==> src/rtl/pci_par_pkg.sv <==
package pci_par_pkg;

    localparam int unsigned AD_W_DEF   = 32;
    localparam int unsigned BE_W_DEF   = 4;
    localparam int unsigned LANE_W_DEF = 8;

    // Checks armed at one edge, resolved against PAR at the next edge
    typedef struct packed {
        logic addr_chk;
        logic data_chk;
    } chk_req_t;

    // Error pulses presented at the ports
    typedef struct packed {
        logic addr_err;
        logic data_err;
    } perr_t;

    function automatic logic is_addr_phase(input logic frame_now_n, input logic frame_prev_n);
        return !frame_now_n && frame_prev_n;
    endfunction

    function automatic logic is_xfer(input logic irdy_l, input logic trdy_l);
        return !irdy_l && !trdy_l;
    endfunction

endpackage

==> src/rtl/pci_par_tree.sv <==
module pci_par_tree #(
    parameter int unsigned W      = 36,
    parameter int unsigned LANE_W = 8
) (
    input  logic [W-1:0] data,
    output logic         par
);
    localparam int unsigned NLANES = (W + LANE_W - 1) / LANE_W;
    localparam int unsigned PAD_W  = NLANES * LANE_W;

    logic [PAD_W-1:0]  padded;
    logic [NLANES-1:0] lane_par;

    generate
        if (PAD_W > W) begin : g_pad
            assign padded = {{(PAD_W - W){1'b0}}, data};
        end else begin : g_nopad
            assign padded = data;
        end
        for (genvar g = 0; g < NLANES; g++) begin : g_lane
            assign lane_par[g] = ^padded[g*LANE_W +: LANE_W];
        end
    endgenerate

    assign par = ^lane_par;

endmodule

==> src/rtl/pci_par_phase.sv <==
module pci_par_phase
    import pci_par_pkg::*;
(
    input  logic     clk,
    input  logic     rst,
    input  logic     frame_n,
    input  logic     irdy_n,
    input  logic     trdy_n,
    input  logic     ad_oe,
    input  logic     rx_en,
    output chk_req_t req_q
);
    logic frame_prev_q;

    always_ff @(posedge clk) begin
        if (rst) begin
            frame_prev_q <= 1'b1;
            req_q        <= '0;
        end else begin
            frame_prev_q   <= frame_n;
            req_q.addr_chk <= is_addr_phase(frame_n, frame_prev_q) && !ad_oe;
            req_q.data_chk <= is_xfer(irdy_n, trdy_n) && rx_en && !ad_oe;
        end
    end

endmodule

==> src/rtl/pci_par_check.sv <==
module pci_par_check
    import pci_par_pkg::*;
(
    input  logic     clk,
    input  logic     rst,
    input  chk_req_t req,
    input  logic     par_exp,
    input  logic     par_i,
    output perr_t    err_q
);
    logic mismatch;

    assign mismatch = par_i ^ par_exp;

    always_ff @(posedge clk) begin
        if (rst) begin
            err_q <= '0;
        end else begin
            err_q.addr_err <= req.addr_chk && mismatch;
            err_q.data_err <= req.data_chk && mismatch;
        end
    end

endmodule

==> src/rtl/pci_par_unit.sv <==
module pci_par_unit
    import pci_par_pkg::*;
#(
    parameter int unsigned AD_W   = AD_W_DEF,
    parameter int unsigned BE_W   = BE_W_DEF,
    parameter int unsigned LANE_W = LANE_W_DEF
) (
    input  logic            clk,
    input  logic            rst,
    input  logic [AD_W-1:0] ad_i,
    input  logic [BE_W-1:0] cbe_i,
    input  logic            par_i,
    input  logic            frame_n,
    input  logic            irdy_n,
    input  logic            trdy_n,
    input  logic            ad_oe,
    input  logic            rx_en,
    output logic            par_o,
    output logic            par_oe,
    output logic            addr_perr,
    output logic            data_perr
);
    localparam int unsigned COV_W = AD_W + BE_W;

    logic [COV_W-1:0] covered;
    logic             par_now;
    logic             par_q;
    logic             oe_q;
    chk_req_t         req_q;
    perr_t            err_q;

    assign covered = {cbe_i, ad_i};

    pci_par_tree #(.W(COV_W), .LANE_W(LANE_W)) u_tree (
        .data (covered),
        .par  (par_now)
    );

    // One-clock pipeline: the same bit is driven out or used as the expectation
    always_ff @(posedge clk) begin
        if (rst) begin
            par_q <= 1'b0;
            oe_q  <= 1'b0;
        end else begin
            par_q <= par_now;
            oe_q  <= ad_oe;
        end
    end

    pci_par_phase u_phase (
        .clk     (clk),
        .rst     (rst),
        .frame_n (frame_n),
        .irdy_n  (irdy_n),
        .trdy_n  (trdy_n),
        .ad_oe   (ad_oe),
        .rx_en   (rx_en),
        .req_q   (req_q)
    );

    pci_par_check u_check (
        .clk     (clk),
        .rst     (rst),
        .req     (req_q),
        .par_exp (par_q),
        .par_i   (par_i),
        .err_q   (err_q)
    );

    assign par_o     = par_q;
    assign par_oe    = oe_q;
    assign addr_perr = err_q.addr_err;
    assign data_perr = err_q.data_err;

endmodule

==> config.mk <==
export PLATFORM = sky130hd
export DESIGN_NAME = pci_par_unit
export DESIGN_NICKNAME = d
export VERILOG_FILES = /design/src/rtl/pci_par_pkg.sv /design/src/rtl/pci_par_tree.sv /design/src/rtl/pci_par_phase.sv /design/src/rtl/pci_par_check.sv /design/src/rtl/pci_par_unit.sv
export SDC_FILE = /design/constraint.sdc
export NUM_CORES = 1
export LEC_CHECK = 0
export BUFFER_PORTS_ARGS = -buffer_cell sky130_fd_sc_hd__buf_2
export CORE_MARGIN = 2
export CORE_UTILIZATION = 38
export DETAILED_ROUTE_END_ITERATION = 7
export GPL_TIMING_DRIVEN = 0
export PLACE_DENSITY = 0.88
export SYNTH_ARGS = -nofsm -noshare
export SYNTH_HDL_FRONTEND = slang
export SYNTH_SLANG_ARGS = --single-unit
export TNS_END_PERCENT = 10
==> constraint.sdc <==
create_clock -name clk -period 3.9 [get_ports clk]
set_input_delay 0.585 -clock clk [delete_from_list [all_inputs] [get_ports clk]]
set_output_delay 0.585 -clock clk [all_outputs]
set_load 0.05 [all_outputs]
# Word level (Yosys, flattened, before mapping)
# Index checks and enable logic that the tools add are counted.
# word_totals
latch_bits,0
output_inout_bits,4
ramBits,0
romBits,0
ff_bits,7
memories,0
input_bits,44
word_cells,25
# op_classes
n_shift,0
n_lt_le_gt_ge,0
add_sub_neg,0
multipliers,0
bitwise_logic,1
mux,0
n_eq_ne,0
reduce_logical,17
div_mod_pow,0
# op_table
operator,count
8-bit XOR reduction,5
1-bit logical AND,7
5-bit XOR reduction,1
1-bit logical NOT,4
1-bit bitwise XOR,1

# Depth between registers and ports, before layout
# depth
word_depth,4
depth_mapped,5
mapped_depth_nobuf,5

# Modules after synthesis
# A second synthesis with hierarchy kept.
# unflattened
cells_unflattened,50
area_unflattened_um2,521.8
# modules_own_cells
module,seq_area_each_um2,area_each_um2,cells_each,instances
pci_par_tree,0.0,311.5,34,1
pci_par_phase,60.1,93.8,7,1
pci_par_check,40.0,63.8,5,1
pci_par_unit,40.0,52.6,4,1

# Worst setup path after synthesis
# OpenSTA, ideal clock, no wires.
# synth_timing
path_kind,input port to flip-flop
from,input port ad_i[26]
to,"register par_q, in the netlist par_o"
t_required_ps,3779
slack_ps,2035
arrival_ps,1744
path_stages,5
path_buffers,0
setup_ps,121
cell_sequence,xor2_1 xnor2_1 xnor2_1 xnor3_1 mux2_4
# synth_via
elab_chain_cells,2
# synth_rtl
element,line,rtl
from (decl),pci_par_unit.sv:10,"input logic [AD_W-1:0] ad_i,"
8-bit XOR reduction,pci_par_tree.sv:21,assign lane_par[g] = ^padded[g*LANE_W +: LANE_W];
5-bit XOR reduction,pci_par_tree.sv:25,assign par = ^lane_par;
to (signal assigned),pci_par_unit.sv:45,par_q <= par_now;
to (decl),pci_par_unit.sv:27,logic par_q;
# No other way between the ends.
# A chain may end at the register's enable or synchronous reset.

# Worst setup path after layout
# Ends and elaborated chain as after synthesis.

==> results.py <==
metrics = {
    "floorplanning": {
        "num_rows": 13,
        "die_w_um": 41.4,
        "core_area_sq_mm": 0.00130,
        "pin_count": 48,
        "initial_utilization_pct": 40.8,
        "die_area_sq_mm": 0.00171,
        "die_h_um": 41.4,
    },
    "power_and_ir_drop": {
        "p_int_uw": 218,
        "peakVddDrop_mv": 0.232,
        "p_clk_share_pct": 20.4,
        "p_leak_nw": 0.392,
        "p_seq_share_pct": 26.2,
        "p_per_area_mw_per_mm2": 387,
        "p_sw_share_pct": 30.4,
        "power_switching_uw": 95.3,
        "comb_power_share_pct": 53.4,
        "power_uw": 314,
    },
    "cells_and_area": {
        "final_cell_count_no_fill": 117,
        "multi_input_area_sq_um": 390,
        "nets": 147,
        "fin_area_sq_um": 811,
        "synthToLayoutAreaGrowth_pct": 52.8,
        "drive_gt1_share_pct": 51.0,
        "antenna_cells": 0,
        "fill_cells": 113,
        "ff_latch_area_sq_um": 140,
    },
    "clock_tree": {
        "clk_pin_slew_worst_paths_ns": 0.05,
        "clockRootBuffer": "clkbuf_4",
        "cts_hold_buffers": 0,
        "cts-buffers-inserted": 3,
        "clkLatencyLatePin_ns": 0.24,
        "cts_resized": 0,
        "post-cts-setup-buffer-count": 0,
        "ctsLongestPathBuffers": 2,
        "cts_sinks": 7,
        "tritoncts": "done",
        "htreeDepth": 1,
    },
    "run_status": {
        "status": "completed",
    },
    "sta": {
        "hold_viol_final": 0,
        "finClkSkew_ns": 0.00372,
        "min_period_ns": 1.77,
        "setup_violations": 0,
        "slew_violations": 0,
        "tightest_slew_ns": 0.232,
        "rsz0062_at_grt": "false",
        "max_freq_ghz": 0.566,
        "timing.slew.headroom_pct": 84.4,
        "finalCritPeriodShare_pct": 45.3,
        "setup_tns_ns": 0,
        "fin_ws_ns": 2.13,
    },
    "place": {
        "placed_area_sq_um": 785,
        "placed_cells": 113,
        "post-place-ws_ns": 1.87,
        "io_buffers": 47,
        "gp_routability_congestion": 0.647,
    },
    "setup_path": {
        "end_kind": "register",
        "critPathLaunch": "ad_i[26]",
        "critPathKind": "input pin to register",
        "cp.required_ns": 4.03,
        "r2r_start": "par_o",
        "critPathSlowestCell": "xnor3_1",
        "crit_fanout": 1,
        "arrival_ns": 1.90,
        "startpoint_type": "input pin",
        "crit_chain": "buf_2, xor2_1, xnor2_1, xnor2_1, xnor3_1, mux2_4",
        "r2r_cells": 3,
        "rrSetupSlack_ns": 3.11,
        "slowest_delay_ns": 0.43,
        "r2r-end": "u_check.err_q[0]",
        "path_common_cell": "xnor2_1",
    },
    "global_route": {
        "antenna_found_initial": 0,
        "grt_pass1_vias": 378,
        "grt_usage_pct": 11.6,
        "grt_overflow": 0,
        "grt_pass1_wl_um": 1260,
        "grt_max_degree": 7,
    },
    "yosys": {
        "ys.flop_type": "dfxtp_1",
        "synth.most_common_cell": "xnor2_1",
        "netlist_top_cells_count": "28 x xnor2_1, 7 x dfxtp_1, 3 x xor2_1",
        "synth.area.top_cells": "xnor2_1 46%, dfxtp_1 26%, xnor3_1 8.5%, xor2_1 5.0%, mux2_4 2.8%",
        "syn_nets": 95,
        "ys_seq_area_share_pct": 26.4,
        "async_flop_share_pct": 0,
        "yosysTopAreaCellShare_pct": 46.2,
        "yosys.area.top_type": "xnor2_1",
        "synth.avg_cell_area_sq_um": 10.4,
        "ys_seq_elements": 7,
        "ys.warnings.count": 0,
        "synthCells": 51,
        "synth_edf_count": 0,
        "yosysUniqueCellTypes": 12,
        "syn-cell-area_sq_um": 531,
    },
    "route": {
        "drc_errors": 0,
        "wl_per_cell_um": 8.30,
        "vias_per_cell": 4.30,
        "drtAntennaViolNets": 0,
        "vias": 503,
        "firstDrtPassIters": 4,
        "routed_wl_um": 971,
        "detail_route.iter0.violations": 1,
    },
    "min_path": {
        "holdPathStages": 1,
        "min_to": "u_check.err_q[1]",
        "worstHoldStart": "u_phase.req_q[1]",
        "worstHoldPathType": "register to register",
    },
    "flow_run": {
        "maxCapViolCount": 0,
    },
}
==> area by class of cell <==
| class | count | area share [%] |
|---|---|---|
| sequential | 7 | 17.3 |
| timing repair buffer | 47 | 29.0 |
| clock buffer | 4 | 3.24 |
| multi-input combinational | 44 | 48.1 |
| tap | 15 | 2.31 |
==> how the worst max path moves through the flow <==
stage,depth (start not counted),endpoint,slack [ns]
after floorplan,5,par_o,2.03
after global placement,6,par_o,1.89
after detailed placement,6,par_o,1.87
after CTS,6,par_o,2.13
after global routing,6,par_o,2.03
final,6,par_o,2.13
==> worst max-delay path, delay by kind of cell <==
kind	cells	cell delay [ns]
XOR/XNOR	4	0.90
buffers and inverters	1	0.10
multiplexers	1	0.30
==> metal layers <==
metal	vias to the layer above	global-route usage, %	wire length [um]
met5	-	0	0
met4	0	7.26	16
met3	2	1.60	115
met2	31	24.6	525
met1	210	9.45	314
li1	260	-	-
==> power groups by stage <==
stage / Sequential, mW / Clock, mW / Combinational [mW]
5_1_grt: 0.0823 / 0.0700 / 0.182
2_1_floorplan: 0.101 / 0 / 0.112
6_report: 0.0822 / 0.0640 / 0.167
3_5_place_dp: 0.0834 / 0 / 0.168
4_1_cts: 0.0819 / 0.0664 / 0.169
3_3_place_gp: 0.0829 / 0 / 0.165
==> logic make-up after synthesis <==
kind of cell	Yosys count	share of synthesized area (%)
simple gates	10	11.1
xor+xnor	33	59.7
mux	1	2.83
flops	7	26.4
==> state kept, by name (all words and copies together), names as in the netlist <==
signal                cells
u_check.err_q             2
par_o                     1
par_oe                    1
u_phase.req_q             2
u_phase.frame_prev_q      1
==> cell usage in the layout, fill, tap and decap left out, drive strengths merged <==
cell / n
xnor2: 28
nor3b: 1
and2: 2
nor2b: 2
or2: 1
xnor3: 2
mux2: 1
nor2: 2
buf: 47
clkbuf: 4
xor2: 3
dfxtp: 7
nand2b: 1
nor4: 1
==> through the flow <==
stage | util, % | hold WS, ns
2_1_floorplan | - | 0.406
3_3_place_gp | 60.3 | 0.409
3_5_place_dp | 60.3 | 0.415
4_1_cts | 62.3 | 0.428
5_1_grt | 62.3 | 0.451
6_report | 62.3 | 0.428
Power figures use the tool's default switching activity.
